$ cat src/rtl/vgate_pkg.sv
package vgate_pkg;

   localparam int MODE_W = 3;

   typedef enum logic [MODE_W-1:0] {
      GM_FREE = 3'd0,
      GM_SYNC = 3'd1,
      GM_QTR  = 3'd2,
      GM_HALF = 3'd3,
      GM_3QTR = 3'd4
   } gmode_e;

   // Number of visible lines (out of each group of four) a mode grants.
   // 4 means the raster is ignored entirely.
   function automatic logic [2:0] mode_quarters(input logic [MODE_W-1:0] code);
      case (code)
         3'd0:    mode_quarters = 3'd4;
         3'd2:    mode_quarters = 3'd1;
         3'd3:    mode_quarters = 3'd2;
         3'd4:    mode_quarters = 3'd3;
         default: mode_quarters = 3'd0;
      endcase
   endfunction

endpackage

$ cat src/rtl/vgate_mode_reg.sv
module vgate_mode_reg
   import vgate_pkg::*;
(
   input  logic              clk,
   input  logic              rst_n,
   input  logic              wr_i,
   input  logic [MODE_W-1:0] wdata_i,
   input  logic              line_start_i,
   output logic [MODE_W-1:0] mode_eff_o
);

   logic [MODE_W-1:0] pending_q;
   logic [MODE_W-1:0] active_q;

   always_ff @(posedge clk or negedge rst_n) begin
      if (!rst_n) begin
         pending_q <= GM_SYNC;
         active_q  <= GM_SYNC;
      end else begin
         if (wr_i)
            pending_q <= wdata_i;
         if (line_start_i)
            active_q <= pending_q;
      end
   end

   // The first cycle of a new line already uses the pending value.
   assign mode_eff_o = line_start_i ? pending_q : active_q;

   AST_COMMIT_AT_LINE: assert property (@(posedge clk) disable iff (!rst_n)
      line_start_i |=> active_q == $past(pending_q)) else $error("commit");
   AST_HOLD_IN_LINE: assert property (@(posedge clk) disable iff (!rst_n)
      !line_start_i |=> $stable(active_q)) else $error("hold");
   AST_LAST_WRITE: assert property (@(posedge clk) disable iff (!rst_n)
      wr_i |=> pending_q == $past(wdata_i)) else $error("last write");

endmodule

$ cat src/rtl/vgate_line_select.sv
module vgate_line_select
   import vgate_pkg::*;
#(
   parameter bit SPREAD_EVEN = 1'b1
) (
   input  logic [MODE_W-1:0] mode_i,
   input  logic              blank_i,
   input  logic [1:0]        idx_i,
   output logic              grant_o
);

   logic [2:0] quarters;
   logic       line_ok;

   assign quarters = mode_quarters(mode_i);

   generate
      if (SPREAD_EVEN) begin : g_even
         always_comb begin
            case (quarters)
               3'd1:    line_ok = (idx_i == 2'd0);
               3'd2:    line_ok = !idx_i[0];
               3'd3:    line_ok = (idx_i != 2'd3);
               3'd4:    line_ok = 1'b1;
               default: line_ok = 1'b0;
            endcase
         end
      end else begin : g_packed
         always_comb line_ok = ({1'b0, idx_i} < quarters);
      end
   endgenerate

   assign grant_o = blank_i | line_ok;

endmodule

$ cat src/rtl/vgate_run_ctrl.sv
module vgate_run_ctrl
   import vgate_pkg::*;
#(
   parameter int ACTIVE_LINES = 480,
   parameter int TOTAL_LINES  = 525,
   parameter bit SPREAD_EVEN  = 1'b1,
   localparam int LINE_W      = $clog2(TOTAL_LINES)
) (
   input  logic              clk,
   input  logic              rst_n,
   input  logic              cfg_wr,
   input  logic [MODE_W-1:0] cfg_wdata,
   input  logic [LINE_W-1:0] line_num,
   input  logic              hblank,
   input  logic              vblank,
   output logic              run_en
);

   generate
      if (ACTIVE_LINES % 4 != 0) begin : g_bad_active
         $error("ACTIVE_LINES must be a multiple of four");
      end
      if (TOTAL_LINES <= ACTIVE_LINES) begin : g_bad_total
         $error("TOTAL_LINES must exceed ACTIVE_LINES");
      end
   endgenerate

   logic [LINE_W-1:0] line_q;
   logic              line_start;
   logic [MODE_W-1:0] mode_eff;
   logic              blank;

   always_ff @(posedge clk or negedge rst_n) begin
      if (!rst_n) line_q <= '0;
      else        line_q <= line_num;
   end

   assign line_start = (line_num != line_q);
   assign blank      = hblank | vblank;

   vgate_mode_reg u_mode (
      .clk          (clk),
      .rst_n        (rst_n),
      .wr_i         (cfg_wr),
      .wdata_i      (cfg_wdata),
      .line_start_i (line_start),
      .mode_eff_o   (mode_eff)
   );

   vgate_line_select #(.SPREAD_EVEN(SPREAD_EVEN)) u_sel (
      .mode_i  (mode_eff),
      .blank_i (blank),
      .idx_i   (line_num[1:0]),
      .grant_o (run_en)
   );

   AST_BLANK_RUNS: assert property (@(posedge clk) disable iff (!rst_n)
      blank |-> run_en) else $error("blank");
   AST_FREE_HIGH: assert property (@(posedge clk) disable iff (!rst_n)
      (mode_eff == GM_FREE) |-> run_en) else $error("free");
   AST_LINE3_BLOCKED: assert property (@(posedge clk) disable iff (!rst_n)
      (!blank && line_num[1:0] == 2'd3 && mode_eff != GM_FREE) |-> !run_en)
      else $error("idx3");
   AST_RESERVED_SYNC: assert property (@(posedge clk) disable iff (!rst_n)
      (!blank && mode_eff > GM_3QTR) |-> !run_en) else $error("reserved");

endmodule

$ cat config.mk
export PLATFORM = sky130hd
export DESIGN_NAME = vgate_run_ctrl
export DESIGN_NICKNAME = d
export VERILOG_FILES = /design/src/rtl/vgate_pkg.sv /design/src/rtl/vgate_mode_reg.sv /design/src/rtl/vgate_line_select.sv /design/src/rtl/vgate_run_ctrl.sv
export SDC_FILE = /design/constraint.sdc
export NUM_CORES = 1
export LEC_CHECK = 0
export BUFFER_PORTS_ARGS = -buffer_cell sky130_fd_sc_hd__buf_2
export CAP_MARGIN = 20
export CORE_MARGIN = 1.5
export CORE_UTILIZATION = 35
export CTS_BUF_LIST = sky130_fd_sc_hd__clkbuf_4 sky130_fd_sc_hd__clkbuf_8
export DETAILED_ROUTE_END_ITERATION = 8
export HOLD_SLACK_MARGIN = 0.03
export MAX_ROUTING_LAYER = met4
export PLACE_DENSITY_LB_ADDON = 0.05
export SLEW_MARGIN = 20
export SYNTH_ARGS = -nofsm -noshare
export SYNTH_HDL_FRONTEND = slang
export SYNTH_SLANG_ARGS = --single-unit
$ cat constraint.sdc
create_clock -name clk -period 2.25 [get_ports clk]
set_clock_uncertainty 0.05 [all_clocks]
set_input_delay 0.3375 -clock clk [delete_from_list [all_inputs] [get_ports clk]]
set_output_delay 0.3375 -clock clk [all_outputs]
set_load 0.01 [all_outputs]
# [Yosys cells after proc, flatten, opt, wreduce, memory -nomap -nowiden]
# Index checks and enable logic that the tools add are counted.
[word_totals] ff_bits=16 inputBits=18 out_inout_bits=1 elab_cells=20
[classes] n_eq_ne=9 mux=3 n_bitwise=2 n_reduce_logical=3
[op_table] cell="3-bit by 2-bit equality test with 1-bit output (second input constant)" n=4
[op_table] cell="3-bit case mux with 4 select lines" n=1
[op_table] cell="10-bit != test" n=1
[op_table] cell="3-bit equality test (second input constant)" n=2
[op_table] cell="1-bit case mux with 4 select lines" n=1
[op_table] cell="3-bit by 1-bit equality test with 1-bit output (second input constant)" n=1
[op_table] cell="3-bit logical NOT" n=1
[op_table] cell="3-bit two-way mux" n=1
[op_table] cell="2-bit logical NOT" n=1
[op_table] cell="2-bit != test (second input constant)" n=1
[op_table] cell="1-bit bitwise OR" n=2
[op_table] cell="1-bit logical NOT" n=1

# [Longest topological paths before layout]
# Gate-level depths: netlist of run 1.
[logic_depth] depth_word=7 mapped_depth=6 mapped_depth_nobuf=6

# [Cells and area by module]
# From an unflattened synthesis of run 1, not the netlist that was laid out.
[unflattened] hier_cells=42 area_unflattened_um2=621.8
[by_module_without_submodules] module="vgate_run_ctrl" instances=1 cells_each=24 area_per_inst_um2=362.8 seq_area_each_um2=250.2
[by_module_without_submodules] module="vgate_mode_reg" instances=1 cells_each=12 area_per_inst_um2=220.2 seq_area_each_um2=152.6
[by_module_without_submodules] module="vgate_line_select" instances=1 cells_each=6 area_per_inst_um2=38.8 seq_area_each_um2=0.0

# [Least setup slack after synthesis of run 1]
# OpenSTA, ideal clock, no wires.
[synth_timing] path_kind="reg2out" start="register line_q[4]" end="output port run_en" arrival_time_ps=1921 required_ps=1862 setup_slack_ps=-58 stages_incl_launch_ff=7 path_cell_list="dfrtp_1 xnor2_1 nand4_1 nor4_4 mux2_4 a221oi_1 a2bb2oi_1"
[synth_between] elab_chain_cells=7 elab_cells_between_ends=13 cone_classes="8 x eq/ne; 3 x mux; 1 x bitwise; 1 x reduce/logical"
[synth_rtl] element="start, declared" line_no="vgate_run_ctrl.sv:28" rtl="logic [LINE_W-1:0] line_q;"
[synth_rtl] element="start signal, assigned" line_no="vgate_run_ctrl.sv:35" rtl="else line_q <= line_num;"
[synth_rtl] element="10-bit != test (*)" line_no="vgate_run_ctrl.sv:38" rtl="assign line_start = (line_num != line_q);"
[synth_rtl] element="3-bit two-way mux (*)" line_no="vgate_mode_reg.sv:28" rtl="assign mode_eff_o = line_start_i ? pending_q : active_q;"
[synth_rtl] element="net mode_eff[2]" line_no="vgate_run_ctrl.sv:30" rtl="logic [MODE_W-1:0] mode_eff;"
[synth_rtl] element="3-bit equality test, or another cell as far along" line_no="vgate_pkg.sv:16" rtl="case (code)"
[synth_rtl] element="3-bit case mux with 4 select lines (*)" line_no="vgate_pkg.sv:16"
[synth_rtl] element="3-bit equality test, or another cell as far along" line_no="vgate_line_select.sv:20" rtl="case (quarters)"
[synth_rtl] element="1-bit case mux with 4 select lines (*)" line_no="vgate_line_select.sv:20"
[synth_rtl] element="1-bit bitwise OR (*)" line_no="vgate_line_select.sv:33" rtl="assign grant_o = blank_i | line_ok;"
[synth_rtl] element="end, declared" line_no="vgate_run_ctrl.sv:16" rtl="output logic run_en"
# Mark *: on every way through the listed nets, which the timed path passes. The rest lies on a longest branch.

# [Worst setup path in the final report of run 1]
[layout_timing] start="register line_q[6]" end="output port run_en"
# The elaborated chain is that of the path after synthesis.

==> reports/metrics.cfg, run 1 <==
[timing]
setup_viol=1
fin_crit_sh_pct=112
slew_viol_final=0
period_minus_slack_ns=2.53
fin_ws_ns=-0.277
rsz0062_at_grt=yes
hold_viol_final=0
slew_headroom_pct=77.1
holdWs_ns=0.131
fmax_mhz=396
tightest_slew_ns=0.344

[cts]
ctsHtreeMaxLevel=1
clk_pin_slew_ns=0.08
cts_sinks=16
cts-buffers-inserted=3
cts_buffer_depth=2
tritoncts=done
clockRootBuffer=clkbuf_4
clk_latency_ns=0.28
post_cts_resized=0

[power]
vdd_ir_drop_max_mv=0.363
cellPowerDensity_mw_per_mm2=626
p_leak_nw=0.398

[yosys]
synth_top_cell_area_share_pct=51.4
synth_compound_area_share_pct=5.14
ys_top_cells_by_area=dfrtp_1 51%, xnor2_1 10%, mux2_2 8.3%, dfstp_2 7.7%, xor2_2 4.8%
synth_area_leader_cell=dfrtp_1
syn_area_per_cell_um2=14.2
ys_warn_count=0
synth.most_common_cell=dfrtp_1
synthXorXnorAreaFrac_pct=15.0
seq_area_frac_synth_pct=59.1
syn_nets=66
ys_types=16
netlist_instances=48
synth_seq_cells=16
synth.area.mux_share_pct=10.5
ys_top_cells_by_count=14 x dfrtp_1, 8 x xnor2_1, 5 x mux2_2
synth_edf_count=0
synthesis.area_um2=682
synthAdderAreaFrac_pct=0
ys.flop_type=dfrtp_1
async_flop_share_pct=100
synth_top_family_by_area=XOR/XNOR gates
synthSimpleGateAreaFrac_pct=10.3

[place]
place_inst=98
gp_congestion=0.701
dp_hpwl_um=829
place.port_buffers=18

[worst_setup_path]
crit_slowest_cell=dfrtp_1
cp-end-kind=output pin
worstPathArrival_ns=2.14
crit_fanout=2
critPathBufInv=1
critPathTopFamily=simple AND/OR/NAND/NOR gates
cp_cell_sequence=xnor2_1 -> nand4_1 -> nor4_4 -> mux2_4 -> a221oi_2 -> a2bb2oi_2 -> buf_2
cp-start-kind=flop
critical_path_class=flop to output pin
worst_ep_required_time_ns=1.86
cp-startpoint=line_q[6]
max_stage_delay_ns=0.38
r2r_start=line_q[6]

[hold_path]
hold_path_class=input pin to flop
worstHoldStart=line_num[3]

[layout]
utilization_pct=51.4
drive_gt1_share_pct=54.4
final_nets=98
antenna_cells=0
instances_no_fill=104
syn_to_final_growth_pct=34.3

[route]
vias=455
detail-route-antenna-nets=0
via_per_inst=4.38
wl_per_cell_um=10.3
drt_iter0_drc=9
drc=0
dr.pass1.iters=4
drt-total-wl_mm=1.07

[status]
violations=setup timing
status=finished with violations

[global_routing]
antenna_found_initial=0
grt_start_max_net_pins=17
grt_first_pass_wirelength_mm=1.84
grt_pass1_vias=476
overflow=0
track_usage_pct=12.6

[floorplan]
die_w_um=47.1
core_mm2=0.00178
die_area_mm2=0.00222
io_pins=19
rows=15
start_util_pct=38.2
dieHeight_um=47.1

[job]
cap_viol_max_count=0

-- report_power, final --
part	internal [mW]	switching (mW)	total [mW]
Combinational	0.0511	0.0361	0.0873
Clock	0.0808	0.0818	0.163
Sequential	0.310	0.0134	0.324
-- through the flow --
| step | setup slack, ns | instance area [um^2] | TNS [ns] | total power [mW] |
|---|---|---|---|---|
| 2_1_floorplan | 0.00780 | 694 | 0 | 0.375 |
| 3_3_place_gp | -0.0932 | 868 | -0.0932 | 0.417 |
| 3_5_place_dp | -0.112 | 868 | -0.112 | 0.417 |
| 4_1_cts | -0.301 | 916 | -0.301 | 0.588 |
| 5_1_grt | -0.443 | 916 | -0.443 | 0.617 |
| 6_report | -0.277 | 916 | -0.277 | 0.574 |
-- cell type report --
| cell class | instances | area, um^2 |
|---|---|---|
| Multi-Input combinational cell | 32 | 292 |
| Fill cell | 166 | 867 |
| Tap cell | 25 | 31.3 |
| Sequential cell | 16 | 403 |
| Clock buffer | 4 | 30.0 |
| Timing Repair Buffer | 27 | 160 |
-- per-layer routing --
| layer | global-route usage (%) | vias to the layer above | wire length, um |
|---|---|---|---|
| li1 | - | 228 | - |
| met1 | 13.0 | 215 | 450 |
| met2 | 21.6 | 12 | 563 |
| met3 | 5.77 | 0 | 58 |
| met4 | 3.33 | 0 | 0 |
| met5 | - | - | 0 |
-- cell usage in the layout (no fill, tap or decap), drive strengths merged --
master,count
dlygate4sd3,1
nor2b,1
dfstp,2
o21ai,2
nand2,3
dfrtp,14
mux2,6
nor3b,1
a2bb2oi,1
a221oi,1
clkbuf,4
xor2,2
buf,26
o211ai,1
nor2,3
nor4,1
xnor2,8
nand4,2
-- final timing paths --
| path | to | cells after the start | slack [ns] |
|---|---|---|---|
| min in group asynchronous | line_q[3] | 2 | 0.43 |
| worst min register to register | u_mode.active_q[2] | 1 | 0.50 |
| worst max register to register | u_mode.active_q[1] | 6 | 0.49 |
| max in group asynchronous | u_mode.active_q[0] | 2 | 1.42 |
| worst min-delay path | line_q[3] | 1 | 0.13 |
| worst max-delay path | run_en | 7 | -0.28 |
-- state kept, by name (all words and copies together), names as in the netlist --
register / cells
line_q: 10
u_mode.active_q: 3
u_mode.pending_q: 3
-- logic make-up after synthesis --
logic type                Yosys count
DFF                                16
and+or+nand+nor                    11
xor gates and xnor gates           10
muxes                               6
AOI/OAI and AO/OA                   5
-- what timing repair did --
action,CTS,global route
pin swaps,5,1
hold endpoints to repair,14,0
hold buffers,1,0
endpoints found under the setup margin,1,1
buffers inserted,1,0
-- worst register-to-register path: cells and delay by family (launching register included) --
family                    cells  cell delay [ns]
xor gates and xnor gates      1             0.15
buffers and inverters         2             0.29
DFF                           1             0.38
muxes                         1             0.33
and+or+nand+nor               2             0.45
Note: power is estimated with default switching activity, not from simulation.
==> inputs of run 2 (changes only) <==
--- a/config.mk
+++ b/config.mk
@@ -14,6 +14,7 @@
 export HOLD_SLACK_MARGIN = 0.03
 export MAX_ROUTING_LAYER = met4
 export PLACE_DENSITY_LB_ADDON = 0.05
+export REMOVE_ABC_BUFFERS = 1
 export SLEW_MARGIN = 20
 export SYNTH_ARGS = -nofsm -noshare
 export SYNTH_HDL_FRONTEND = slang
==> run 2 against run 1 <==
The run still ends with setup timing left. First-iteration DRC count down 56%. Combinational power down 6.2%. Cell area down 3.1%. Sequential cell count unchanged. Clock-buffer cell count down 1. Fmax down 0.22%. Worst setup slack worse by 0.0055 ns. Global-route usage down 0.33 points. Critical path type unchanged.
==> reports/metrics.cfg, run 2 (synthesis gave the netlist of run 1 again) <==
[status]
status=finished with violations
violations=setup timing

[cts]
ctsHtreeMaxLevel=1  ; unchanged
clk_latency_ns=0.28  ; about the same
tritoncts=done
clk_pin_slew_ns=0.09  ; about the same
clockRootBuffer=clkbuf_4
cts_buffer_depth=2  ; unchanged
cts-buffers-inserted=3  ; unchanged
cts_sinks=16  ; unchanged

[timing]
holdWs_ns=0.134  ; +0.00302 ns
fmax_mhz=395  ; -0.22%
setup_viol=1  ; unchanged
slew_viol_final=0  ; unchanged
tightest_slew_ns=0.349  ; +0.00542 ns
rsz0062_at_grt=yes
slew_headroom_pct=76.7  ; -0.36 points
period_minus_slack_ns=2.53  ; +0.00551 ns
fin_ws_ns=-0.282  ; -0.00551 ns
fin_crit_sh_pct=113  ; +0.24 points
hold_viol_final=0  ; unchanged

[job]
cap_viol_max_count=0  ; unchanged

[global_routing]
track_usage_pct=12.3  ; -0.33 points
antenna_found_initial=0  ; unchanged
grt_pass1_vias=454  ; -4.6%
overflow=0  ; unchanged
grt_first_pass_wirelength_mm=1.78  ; -3.4%
grt_start_max_net_pins=17  ; unchanged

[place]
postPlaceCellArea_um2=841  ; -3.2%
dp_hpwl_um=800  ; -3.5%
post-place-ws_ns=-0.199  ; -0.0875 ns
place.port_buffers=18  ; unchanged
gp_congestion=0.748  ; +6.6%

[route]
drc=0  ; unchanged
vias=440  ; -3.3%
detail-route-antenna-nets=0  ; unchanged
wl_per_cell_um=10.4  ; +0.66%
drt-total-wl_mm=1.05  ; -2.2%
via_per_inst=4.36  ; -0.42%
drt_iter0_drc=4  ; -5
dr.pass1.iters=4  ; unchanged

[power]
p_leak_nw=0.383  ; -3.8%
p_clk_share_pct=26.2  ; -2.2 points
vdd_ir_drop_max_mv=0.283  ; -22%
switching_share_pct=23.7  ; +0.75 points
p_comb_share_pct=14.9  ; -0.3 points
p_seq_share_pct=58.9  ; +2.5 points
p_int_mw=0.420  ; -5.0%
cellPowerDensity_mw_per_mm2=620  ; -0.95%
power.switching_mw=0.130  ; -0.91%

[layout]
drive_gt1_share_pct=51.3  ; -3.1 points
design_area_um2=887  ; -3.1%
reg_top3=line_q (10), u_mode.active_q (3), u_mode.pending_q (3)
layout_common_cells=18 x buf_2, 14 x dfrtp_1, 8 x xnor2_1
largest_reg_flops=10  ; unchanged
final_nets=96  ; -2.0%
layout_commonest_cell=buf_2
syn_to_final_growth_pct=30.1
fillers=175  ; +5.4%
top_register=line_q
antenna_cells=0  ; unchanged

[floorplan]
die_w_um=47.1  ; unchanged
core_mm2=0.00178  ; unchanged
io_pins=19  ; unchanged
die_area_mm2=0.00222  ; unchanged
rows=15  ; unchanged
dieHeight_um=47.1  ; unchanged
start_util_pct=38.2  ; unchanged

[worst_setup_path]
critical_path_class=flop to output pin
worst_ep_required_time_ns=1.86  ; about the same
cp-end-kind=output pin
worstPathArrival_ns=2.14  ; about the same
cp-start-kind=flop
crit_fanout=2  ; unchanged

[hold_path]
hold_path_class=input pin to flop

[run 2: cell types whose count changed in the layout (fill, tap and decap cells not counted)]
cell / previous run / this run
a2bb2oi_2: 1 / 0
clkbuf_4: 4 / 3
buf_4: 8 / 6
a2bb2oi_1: 0 / 1
[run 2: path summary, 6_finish.rpt]
path                                      from  slack, ns                  end  depth (start not counted)
setup reg to reg                     line_q[6]       0.50   u_mode.active_q[1]                          6
hold / removal                     line_num[6]       0.13            line_q[6]                          1
max in group asynchronous                rst_n       1.40  u_mode.pending_q[0]                          2
min in group asynchronous                rst_n       0.45            line_q[6]                          2
hold reg to reg            u_mode.pending_q[2]       0.50  u_mode.pending_q[2]                          1
setup / recovery                     line_q[6]      -0.28               run_en                          7
[run 2: layout make-up]
type                       count  area, um^2  share of cell area (%)
sequential                    16         403                    45.4
tap                           25        31.3                    3.53
clock buffer                   3        22.5                    2.54
timing repair buffer          25         145                    16.4
multi-input combinational     32         285                    32.2
[run 2: per-stage QoR]
stage	TNS, ns	total power, mW	cells	util [%]
global route	-0.423	0.586	101	49.8
detailed placement	-0.199	0.410	96	47.2
floorplan	-0.0584	0.371	48	-
CTS	-0.331	0.567	101	49.8
global placement	-0.164	0.410	96	47.2
finish	-0.282	0.550	101	49.8
[run 2: power by group through the flow]
stage	Clock (mW)	Sequential, mW	Combinational (mW)
6_report	0.144	0.324	0.0819
5_1_grt	0.167	0.327	0.0922
4_1_cts	0.158	0.324	0.0845
3_5_place_dp	0	0.330	0.0807
3_3_place_gp	0	0.330	0.0803
2_1_floorplan	0	0.326	0.0443
[run 2: worst max-delay path: stages (launching register included)]
cell and delay [ns]:
dfrtp_1 0.39, xnor2_1 0.16, nand4_1 0.15, nor4_4 0.29, mux2_4 0.34, a221oi_2 0.25
a2bb2oi_1 0.16, buf_2 0.14
[run 2: metal layers]
layer	GRT usage (%)	vias up	share of wire [%]
li1	-	222	-
met1	14.4	210	43
met2	18.9	8	53
met3	3.46	0	3.9
met4	6.67	0	0
met5	-	-	0
[run 2: what timing repair did]
action / 4_1_cts / 5_1_grt
gates resized for setup: 1 / 0
hold buffers: 1 / 0
buffers inserted: 1 / 0
endpoints found under the hold margin: 14 / 0
pin swaps: 6 / 3
setup endpoints to repair: 1 / 1
